### config.mk
export PLATFORM = sky130hd
export DESIGN_NAME = rx_word_aligner
export DESIGN_NICKNAME = d
export VERILOG_FILES = /design/src/rtl/aln_pkg.sv /design/src/rtl/aln_front.sv /design/src/rtl/aln_search.sv /design/src/rtl/aln_ctrl.sv /design/src/rtl/rx_word_aligner.sv
export SDC_FILE = /design/constraint.sdc
export NUM_CORES = 1
export LEC_CHECK = 0
export BUFFER_PORTS_ARGS = -buffer_cell sky130_fd_sc_hd__clkbuf_2
export CAP_MARGIN = 25
export CORE_UTILIZATION = 65
export DETAILED_ROUTE_END_ITERATION = 6
export GPL_TIMING_DRIVEN = 0
export PLACE_DENSITY_LB_ADDON = 0.2
export SLEW_MARGIN = 20
export SYNTH_ARGS = -nofsm -noshare
export SYNTH_HDL_FRONTEND = slang
export SYNTH_SLANG_ARGS = --single-unit
### constraint.sdc
create_clock -name clk -period 5.6 [get_ports clk]
set_clock_uncertainty 0.2 [all_clocks]
set_input_delay 1.12 -clock clk [delete_from_list [all_inputs] [get_ports clk]]
set_output_delay 1.12 -clock clk [all_outputs]
set_load 0.005 [all_outputs]
### src/rtl/aln_pkg.sv
package aln_pkg;
    localparam int unsigned WORD_W  = 10;
    localparam int unsigned SHORT_W = 7;
    localparam int unsigned OFF_W   = $clog2(WORD_W);

    typedef enum logic {
        MODE_MANUAL = 1'b0,
        MODE_SLIP   = 1'b1
    } align_mode_e;

    typedef struct packed {
        logic             hit;
        logic [OFF_W-1:0] pos;
    } search_t;
endpackage

### src/rtl/aln_front.sv
module aln_front #(
    parameter int unsigned W = aln_pkg::WORD_W
) (
    input  logic         clk,
    input  logic         rst,
    input  logic [W-1:0] din,
    input  logic         inv,
    input  logic         rev,
    output logic [W-1:0] cur,
    output logic [W-1:0] prev
);
    logic [W-1:0] pol;
    logic [W-1:0] fixed;

    always_comb begin
        pol = inv ? ~din : din;
        for (int i = 0; i < int'(W); i++) begin
            fixed[i] = rev ? pol[W-1-i] : pol[i];
        end
    end

    always_ff @(posedge clk) begin
        if (rst) begin
            cur  <= '0;
            prev <= '0;
        end else begin
            cur  <= fixed;
            prev <= cur;
        end
    end
endmodule

### src/rtl/aln_search.sv
module aln_search
    import aln_pkg::*;
#(
    parameter int unsigned W = aln_pkg::WORD_W
) (
    input  logic [2*W-2:0] window,
    input  logic [W-1:0]   pat,
    input  logic [W-1:0]   mask,
    input  logic           dual,
    output logic [W-1:0]   hit_vec,
    output search_t        first
);
    for (genvar k = 0; k < int'(W); k++) begin : g_off
        logic [W-1:0] slice;
        assign slice      = window[k +: W];
        assign hit_vec[k] = (((slice ^ pat) & mask) == '0)
                         || (dual && (((slice ^ ~pat) & mask) == '0));
    end

    // lowest offset wins
    always_comb begin
        first = '0;
        for (int k = int'(W) - 1; k >= 0; k--) begin
            if (hit_vec[k]) begin
                first.hit = 1'b1;
                first.pos = OFF_W'(k);
            end
        end
    end
endmodule

### src/rtl/aln_ctrl.sv
module aln_ctrl
    import aln_pkg::*;
#(
    parameter int unsigned W = aln_pkg::WORD_W
) (
    input  logic             clk,
    input  logic             rst,
    input  logic             mode_sel,
    input  logic             slip_req,
    input  search_t          first,
    output logic [OFF_W-1:0] sel,
    output logic             synced
);
    align_mode_e      mode, mode_q;
    logic             slip_q;
    logic             slip_edge;
    logic             lock_now;
    logic [OFF_W-1:0] off;

    assign mode      = align_mode_e'(mode_sel);
    assign slip_edge = (mode == MODE_SLIP) && slip_req && !slip_q;
    assign lock_now  = (mode == MODE_MANUAL) && first.hit;
    assign sel       = lock_now ? first.pos : off;

    always_ff @(posedge clk) begin
        if (rst) begin
            off    <= '0;
            synced <= 1'b0;
            mode_q <= MODE_MANUAL;
            slip_q <= 1'b0;
        end else begin
            mode_q <= mode;
            slip_q <= slip_req;
            if (lock_now) begin
                off <= first.pos;
            end else if (slip_edge) begin
                off <= (off == OFF_W'(W - 1)) ? '0 : off + 1'b1;
            end
            if (mode != mode_q) begin
                synced <= 1'b0;
            end else if (lock_now) begin
                synced <= 1'b1;
            end
        end
    end

    a_r6_offset_range: assert property (@(posedge clk) disable iff (rst)
        off < OFF_W'(W));

    a_r6_hold_between_slips: assert property (@(posedge clk) disable iff (rst)
        (mode == MODE_SLIP && !(slip_req && !slip_q)) |=> $stable(off));

    a_r6_wrap_to_zero: assert property (@(posedge clk) disable iff (rst)
        (mode == MODE_SLIP && slip_req && !slip_q && off == OFF_W'(W - 1)) |=> (off == '0));

    a_r8_clear_on_mode_change: assert property (@(posedge clk) disable iff (rst)
        (mode != mode_q) |=> !synced);

    a_r8_never_in_slip: assert property (@(posedge clk) disable iff (rst)
        (mode_q == MODE_SLIP) |-> !synced);
endmodule

### src/rtl/rx_word_aligner.sv
module rx_word_aligner
    import aln_pkg::*;
#(
    parameter int unsigned W       = aln_pkg::WORD_W,
    parameter int unsigned SHORT_W = aln_pkg::SHORT_W
) (
    input  logic         clk,
    input  logic         rst,
    input  logic [W-1:0] rx_word,
    input  logic         mode_sel,
    input  logic [W-1:0] align_pat,
    input  logic         pat_short,
    input  logic         dual_disp,
    input  logic         pol_inv,
    input  logic         bit_rev,
    input  logic         slip_req,
    output logic [W-1:0] aligned_word,
    output logic         pat_hit,
    output logic         synced
);
    localparam logic [W-1:0] SHORT_MASK = {{(W-SHORT_W){1'b0}}, {SHORT_W{1'b1}}};

    logic [W-1:0]     cur, prev;
    logic [2*W-1:0]   window;
    logic [W-1:0]     mask;
    logic [W-1:0]     hit_vec;
    search_t          first;
    logic [OFF_W-1:0] sel;

    assign window = {cur, prev};
    assign mask   = pat_short ? SHORT_MASK : '1;

    aln_front #(.W(W)) i_front (
        .clk (clk),
        .rst (rst),
        .din (rx_word),
        .inv (pol_inv),
        .rev (bit_rev),
        .cur (cur),
        .prev(prev)
    );

    aln_search #(.W(W)) i_search (
        .window (window[2*W-2:0]),
        .pat    (align_pat),
        .mask   (mask),
        .dual   (dual_disp),
        .hit_vec(hit_vec),
        .first  (first)
    );

    aln_ctrl #(.W(W)) i_ctrl (
        .clk     (clk),
        .rst     (rst),
        .mode_sel(mode_sel),
        .slip_req(slip_req),
        .first   (first),
        .sel     (sel),
        .synced  (synced)
    );

    always_ff @(posedge clk) begin
        if (rst) begin
            aligned_word <= '0;
            pat_hit      <= 1'b0;
        end else begin
            aligned_word <= window[sel +: W];
            pat_hit      <= hit_vec[sel];
        end
    end

    // a flagged output word carries the pattern in its low bits
    a_r3_pattern_in_lsb: assert property (@(posedge clk) disable iff (rst)
        pat_hit |-> ((((aligned_word ^ $past(align_pat)) & $past(mask)) == '0)
                  || ($past(dual_disp)
                      && (((aligned_word ^ ~$past(align_pat)) & $past(mask)) == '0))));
endmodule

Word level (Yosys, flattened, before mapping)
Cells that the tools add are included.

Bits in registers: 38. Input bits: 28. Output and inout port bits: 12. Word-level logic and storage cells: 130.

$add $sub $neg: 1. $lt $le $gt $ge: 1. Eq/ne operators: 2. Shifts and indexed selects: 1. Mux-type cells: 28. Bitwise gates (word level): 43. Reductions and logical operators: 46.

Operators by type and width (number): $and 10x10->10 (20); $logic_not 10->1 (20); $xor 10x10->10 (20); $mux 5 (10); $mux 10 (2); $not 10->10 (2); $shiftx 20x5->10 (1); $mux 4 (4); $logic_and 1x1->1 (13); $mux 1 (11); $logic_or 1x1->1 (10); $lt 4x5->1 const B (1); $add 4x1->4 const B (1); $bmux 1 s4 (1); $eq 4x4->1 const B (1); $reduce_bool 2->1 (1); $reduce_or 2->1 (1); $logic_not 1->1 (1); $ne 1x1->1 (1); $not 1->1 (1).

Logic depth before layout (Yosys ltp)
Word-level depth: 20. Mapped depth: 15. Depth with buffers taken out: 11.

Modules after synthesis
A second synthesis with hierarchy kept.

Cell total of the unflattened synthesis: 507. Area, all modules: 4668.2 µm².

By module, submodules not included: aln_search (instances 1, cells each 303, area each 2409.8 µm², sequential area each 0.0 µm²); rx_word_aligner (instances 1, cells each 109, area each 1162.4 µm², sequential area each 220.2 µm²); aln_front (instances 1, cells each 56, area each 710.7 µm², sequential area each 400.4 µm²); aln_ctrl (instances 1, cells each 39, area each 385.4 µm², sequential area each 140.1 µm²).

Worst setup path before layout
No wires, ideal clock.

Kind: input to register. Start point: in align_pat[2]. End point: reg aligned_word[0]. Library setup time: 86 ps. Data arrival time: 3890 ps. Data required time: 5314 ps. Setup slack: 1423 ps. Cell stages on the path: 13. Path buffers: 2. Cells stage by stage: buf_4 xor2_1 nand4_1 or3_1 and2_4 a2111o_1 a211oi_2 a21oi_4 buf_6 mux2i_1 mux2_2 mux2_4 a221oi_2.

Cells in the longest elaborated chain, start to end: 19. Elaborated cells between the ends (all ways): 94. Those cells by class: shift: 1; mux: 11; bitwise: 41; reduce/logical: 41.

Ends and longest elaborated chain: start: declaration (RTL line rx_word_aligner.sv:11) `input logic [W-1:0] align_pat,`; $not 10->10 (RTL line aln_search.sv:17) `|| (dual && (((slice ^ ~pat) & mask) == '0));`; $xor 10x10->10 (RTL line aln_search.sv:17); $and 10x10->10 (RTL line aln_search.sv:17); $logic_not 10->1 (RTL line aln_search.sv:17); $logic_and 1x1->1 (RTL line aln_search.sv:17); $logic_or 1x1->1 (RTL line aln_search.sv:17); $mux 5 (9 in a row) (RTL line aln_search.sv:24) `if (hit_vec[k]) begin`; $mux 5 (*) (RTL line aln_search.sv:24); $logic_and 1x1->1 (RTL line aln_ctrl.sv:22) `assign lock_now = (mode == MODE_MANUAL) && first.hit;`; $mux 4 (*) (RTL line aln_ctrl.sv:23) `assign sel = lock_now ? first.pos : off;`; $shiftx 20x5->10 (*) (RTL line rx_word_aligner.sv:67) `aligned_word <= window[sel +: W];`; end signal: assignment (RTL line rx_word_aligner.sv:67); end: declaration (RTL line rx_word_aligner.sv:17) `output logic [W-1:0] aligned_word,`.

Every way passes the cells marked *; elsewhere a longest branch is shown, timed or not. A chain may end at the register's enable or synchronous reset.

Final worst setup path
Start point: in pat_short. End point: reg aligned_word[6].

Cells in the longest elaborated chain, start to end: 18. Elaborated cells between the ends (all ways): 74. Those cells by class: shift: 1; mux: 12; bitwise: 20; reduce/logical: 41.

Ends and longest elaborated chain: start: declaration (RTL line rx_word_aligner.sv:12) `input logic pat_short,`; $mux 10 (*) (RTL line rx_word_aligner.sv:31) `assign mask = pat_short ? SHORT_MASK : '1;`; $and 10x10->10 (RTL line aln_search.sv:17); $logic_not 10->1 (RTL line aln_search.sv:17); $logic_and 1x1->1 (RTL line aln_search.sv:17); $logic_or 1x1->1 (RTL line aln_search.sv:17); $mux 5 (9 in a row) (RTL line aln_search.sv:24); $mux 5 (*) (RTL line aln_search.sv:24); $logic_and 1x1->1 (RTL line aln_ctrl.sv:22); $mux 4 (*) (RTL line aln_ctrl.sv:23); $shiftx 20x5->10 (*) (RTL line rx_word_aligner.sv:67).

Marks and branches as above.

==> summary.json <==
{
  "outcome": {"value": "finished with violations"},
  "violations_in_the_final_reports": {"value": "DRC"},
  "maxCapViolCount": {"value": 0},
  "diodes_inserted": {"value": 0},
  "period_share": {"value": 0.812},
  "p_seq_frac": {"value": 0.334},
  "synth-seq-area-share": {"value": 0.175},
  "netlist_area": {"value": 4360, "unit": "sq um"},
  "die-height": {"value": 83.9, "unit": "microns"},
  "layout-area-overhead-vs-synth": {"value": 7.38, "unit": "%"},
  "ys.warnings.count": {"value": 0},
  "fp.dieArea": {"value": 7030, "unit": "sq um"},
  "detailedRoute.firstIterationViolations": {"value": 420},
  "clock_power_share": {"value": 0.224},
  "tightestPinTransition": {"value": 0.662, "unit": "ns"},
  "dp_slack": {"value": 0.857, "unit": "ns"},
  "max-vdd-ir-drop": {"value": 0.212, "unit": "mV"},
  "synth_commonest_cells": {"value": "82 x sky130_fd_sc_hd__xor2_1, 58 x sky130_fd_sc_hd__mux2i_1, 38 x sky130_fd_sc_hd__dfxtp_1"},
  "place_hpwl": {"value": 9030, "unit": "microns"},
  "synth_enable_flop_cells": {"value": 0},
  "initial_util": {"value": 0.678},
  "power.switching_fraction": {"value": 0.397},
  "kind_of_launch_point_of_the_worst_setup_path": {"value": "primary input"},
  "grt_first_pass_wirelength": {"value": 20400, "unit": "microns"},
  "rsz_0062_raised_after_global_routing": {"value": "false"},
  "grt.overflow.total": {"value": 0},
  "routed_wire_length_per_instance": {"value": 20.4, "unit": "microns"},
  "setup_total_negative_slack": {"value": 0, "unit": "ns"},
  "synth_most_common_cell": {"value": "sky130_fd_sc_hd__xor2_1"},
  "final_count_of_hold_timing_violations": {"value": 0},
  "power.density_cell_area": {"value": 196, "unit": "nW/um^2"},
  "timing.rr.start": {"value": "i_front.cur[0]"},
  "cts_num_sinks": {"value": 38},
  "worst-setup-path-type": {"value": "in -> reg"},
  "internal_power_component": {"value": 552, "unit": "uW"},
  "drive_gt1_frac": {"value": 0.193},
  "die-width": {"value": 83.9, "unit": "microns"},
  "hold_path_startpoint": {"value": "i_ctrl.synced"},
  "synth_ff_type": {"value": "sky130_fd_sc_hd__dfxtp_1"},
  "worst-r2r-setup-slack": {"value": 1.52, "unit": "ns"},
  "period_needed": {"value": 4.55, "unit": "ns"},
  "net-switching-power": {"value": 363, "unit": "uW"},
  "postSynthCellCount": {"value": 511},
  "syn-mean-instance-area": {"value": 8.52, "unit": "sq um"},
  "p_comb_frac": {"value": 0.441},
  "crit-reg2reg-capture": {"value": "aligned_word[6]"},
  "cp_data_arrival_time": {"value": 4.52, "unit": "ns"},
  "total_clock_buffers_created_by_cts": {"value": 5},
  "timing_max_transition_violations_final": {"value": 0},
  "drt_pre_antenna_iters": {"value": 7},
  "core.rowCount": {"value": 29},
  "timing.critical_path.required": {"value": 5.57, "unit": "ns"},
  "post_cts_setup_bufs": {"value": 0},
  "synth_cell_types": {"value": 68},
  "grt_start_max_net_pins": {"value": 13},
  "netlist.top_cell.by_area": {"value": "sky130_fd_sc_hd__dfxtp_1"},
  "synth.area.top_cells": {"value": "sky130_fd_sc_hd__dfxtp_1 17%, sky130_fd_sc_hd__xor2_1 16%, sky130_fd_sc_hd__mux2i_1 13%, sky130_fd_sc_hd__xnor2_1 5.0%, sky130_fd_sc_hd__buf_6 4.1%"},
  "maxSlewHeadroom": {"value": 0.558},
  "worst_hold_path_ep": {"value": "i_ctrl.synced"},
  "cts_hold_buffers": {"value": 0},
  "maxClockFrequency": {"value": 0.220, "unit": "GHz"},
  "routed_via_density": {"value": 6.70},
  "placement.io_buffers": {"value": 26},
  "cts_tree": {"value": "done"},
  "nFillCells": {"value": 537},
  "detail_route.wirelength": {"value": 12700, "unit": "microns"},
  "number_of_antenna_violations_at_the_first_check_in_global_routing": {"value": 0},
  "worst_hold_path.num_cells": {"value": 2},
  "finalSetupViolCount": {"value": 0},
  "worst_setup_margin": {"value": 1.05, "unit": "ns"},
  "grt_pass1_vias": {"value": 4164},
  "critical_path_capture_point_type": {"value": "flip-flop"},
  "final_nets": {"value": 572},
  "area_of_combinational_cells_with_multiple_inputs": {"value": 3220, "unit": "sq um"},
  "finalWeightedCongestion": {"value": 0.930},
  "design.portCount": {"value": 40},
  "yosys.area.top_type_share": {"value": 0.175},
  "reg2regPathDepth": {"value": 13},
  "power_leakage": {"value": 0.00202, "unit": "uW"},
  "clkSlewWorstSetupHoldPaths": {"value": 0.08, "unit": "ns"},
  "residual_antenna_violating_net_count_after_detailed_routing": {"value": 0},
  "cts_htree_levels": {"value": 2},
  "insertion_delay": {"value": 0.31, "unit": "ns"},
  "crit_path_max_fanout": {"value": 10},
  "vias": {"value": 4170},
  "root_buffer_selected_by_cts": {"value": "sky130_fd_sc_hd__clkbuf_8"},
  "grt.total_usage": {"value": 0.370},
  "remaining_drc_errors": {"value": 4},
  "ys_seq_elements": {"value": 38},
  "area.sequential": {"value": 761, "unit": "sq um"},
  "synth_fp_nets": {"value": 539},
  "clock_tree.buffer_depth": {"value": 2},
  "postSynth.asyncResetShare": {"value": 0},
  "fp.coreArea": {"value": 6420, "unit": "sq um"},
  "hold_path.class": {"value": "reg -> reg"},
  "p_total": {"value": 915, "unit": "uW"},
  "post_cts_resized": {"value": 0}
}
-- how the worst max path moves through the flow --
stage                 start               to  slack (ns)  cells past startpoint
3_5_place_dp      pat_short  aligned_word[2]        0.86                     13
2_1_floorplan  align_pat[2]  aligned_word[0]        1.42                     13
5_1_grt           pat_short  aligned_word[6]        0.93                     13
3_3_place_gp      pat_short  aligned_word[7]        0.92                     13
4_1_cts           pat_short  aligned_word[2]        1.17                     13
6_report          pat_short  aligned_word[6]        1.05                     13
-- power by group through the flow --
stage          Sequential [uW]  Clock (uW)  Combinational, uW
2_1_floorplan              310           0                302
3_3_place_gp               311           0                378
3_5_place_dp               312           0                390
4_1_cts                    306         208                393
5_1_grt                    308         218                433
6_report                   306         205                404
-- kinds of logic (layout without fill, tap and decap cells) --
logic type | count (synthesis) | count (layout) | share of synthesized area
compound gates | 73 | 73 | 0.135
buf+inv | 54 | 88 | 0.0865
flops | 38 | 38 | 0.175
xor+xnor | 114 | 114 | 0.241
mux | 66 | 66 | 0.161
simple gates | 166 | 166 | 0.202
-- cells in the final DEF, fill, tap and decap left out, drive strengths merged, types with 5 or more instances in the layout --
cell,instances
a21oi,11
a31oi,13
and3,5
buf,36
clkbuf,44
dfxtp,38
inv,5
mux2,6
mux2i,59
nand2,28
nand3,14
nand4,21
nor2,35
nor2b,12
nor3,20
nor4,14
o21ai,6
o31ai,13
xnor2,27
xor2,87
-- state kept, by name, summed over array words and instances, names as in the netlist --
| name | cells |
|---|---|
| i_ctrl.off | 4 |
| i_ctrl.slip_q | 1 |
| i_ctrl.mode_q | 1 |
| i_ctrl.synced | 1 |
| pat_hit | 1 |
| aligned_word | 10 |
| i_front.prev | 10 |
| i_front.cur | 10 |
-- layout make-up --
cell class	instances	share of cell area
plain buffers	48	0.0757
clock buffers	6	0.0177
clock inverters	2	0.00268
inverters	6	0.00482
multi-input cells	419	0.688
flip-flops and latches	38	0.163
well taps	77	0.0206
repair buffers	26	0.0278
-- metrics by stage --
step                hold WS (ns)  std cells  instance area [sq um]   util
detailed placement         0.287        614                   4580  0.713
finish                     0.310        622                   4680  0.728
floorplan                  0.279        511                   4360      -
global route               0.357        622                   4680  0.728
CTS                        0.312        622                   4680  0.728
global placement           0.270        614                   4580  0.713
-- metal layers --
layer | up-vias | track usage | part of all wire
met3 | 46 | 0.0692 | 0.097
met4 | 0 | 0.193 | 0.031
met2 | 258 | 0.596 | 0.46
met1 | 1976 | 0.469 | 0.41
met5 | - | 0 | 0
li1 | 1890 | - | -
-- worst max-delay path, stage by stage --
cell	delay (ns)
sky130_fd_sc_hd__clkbuf_2	0.09
sky130_fd_sc_hd__clkbuf_1	0.26
sky130_fd_sc_hd__a31oi_1	0.25
sky130_fd_sc_hd__nor3_1	0.08
sky130_fd_sc_hd__a31oi_2	0.31
sky130_fd_sc_hd__nand4_1	0.31
sky130_fd_sc_hd__o31ai_4	0.57
sky130_fd_sc_hd__mux2i_4	0.56
sky130_fd_sc_hd__buf_6	0.24
sky130_fd_sc_hd__mux2i_1	0.29
sky130_fd_sc_hd__mux2i_1	0.12
sky130_fd_sc_hd__a21oi_1	0.26
sky130_fd_sc_hd__a211oi_2	0.05
Power figures use the tool's default switching activity.
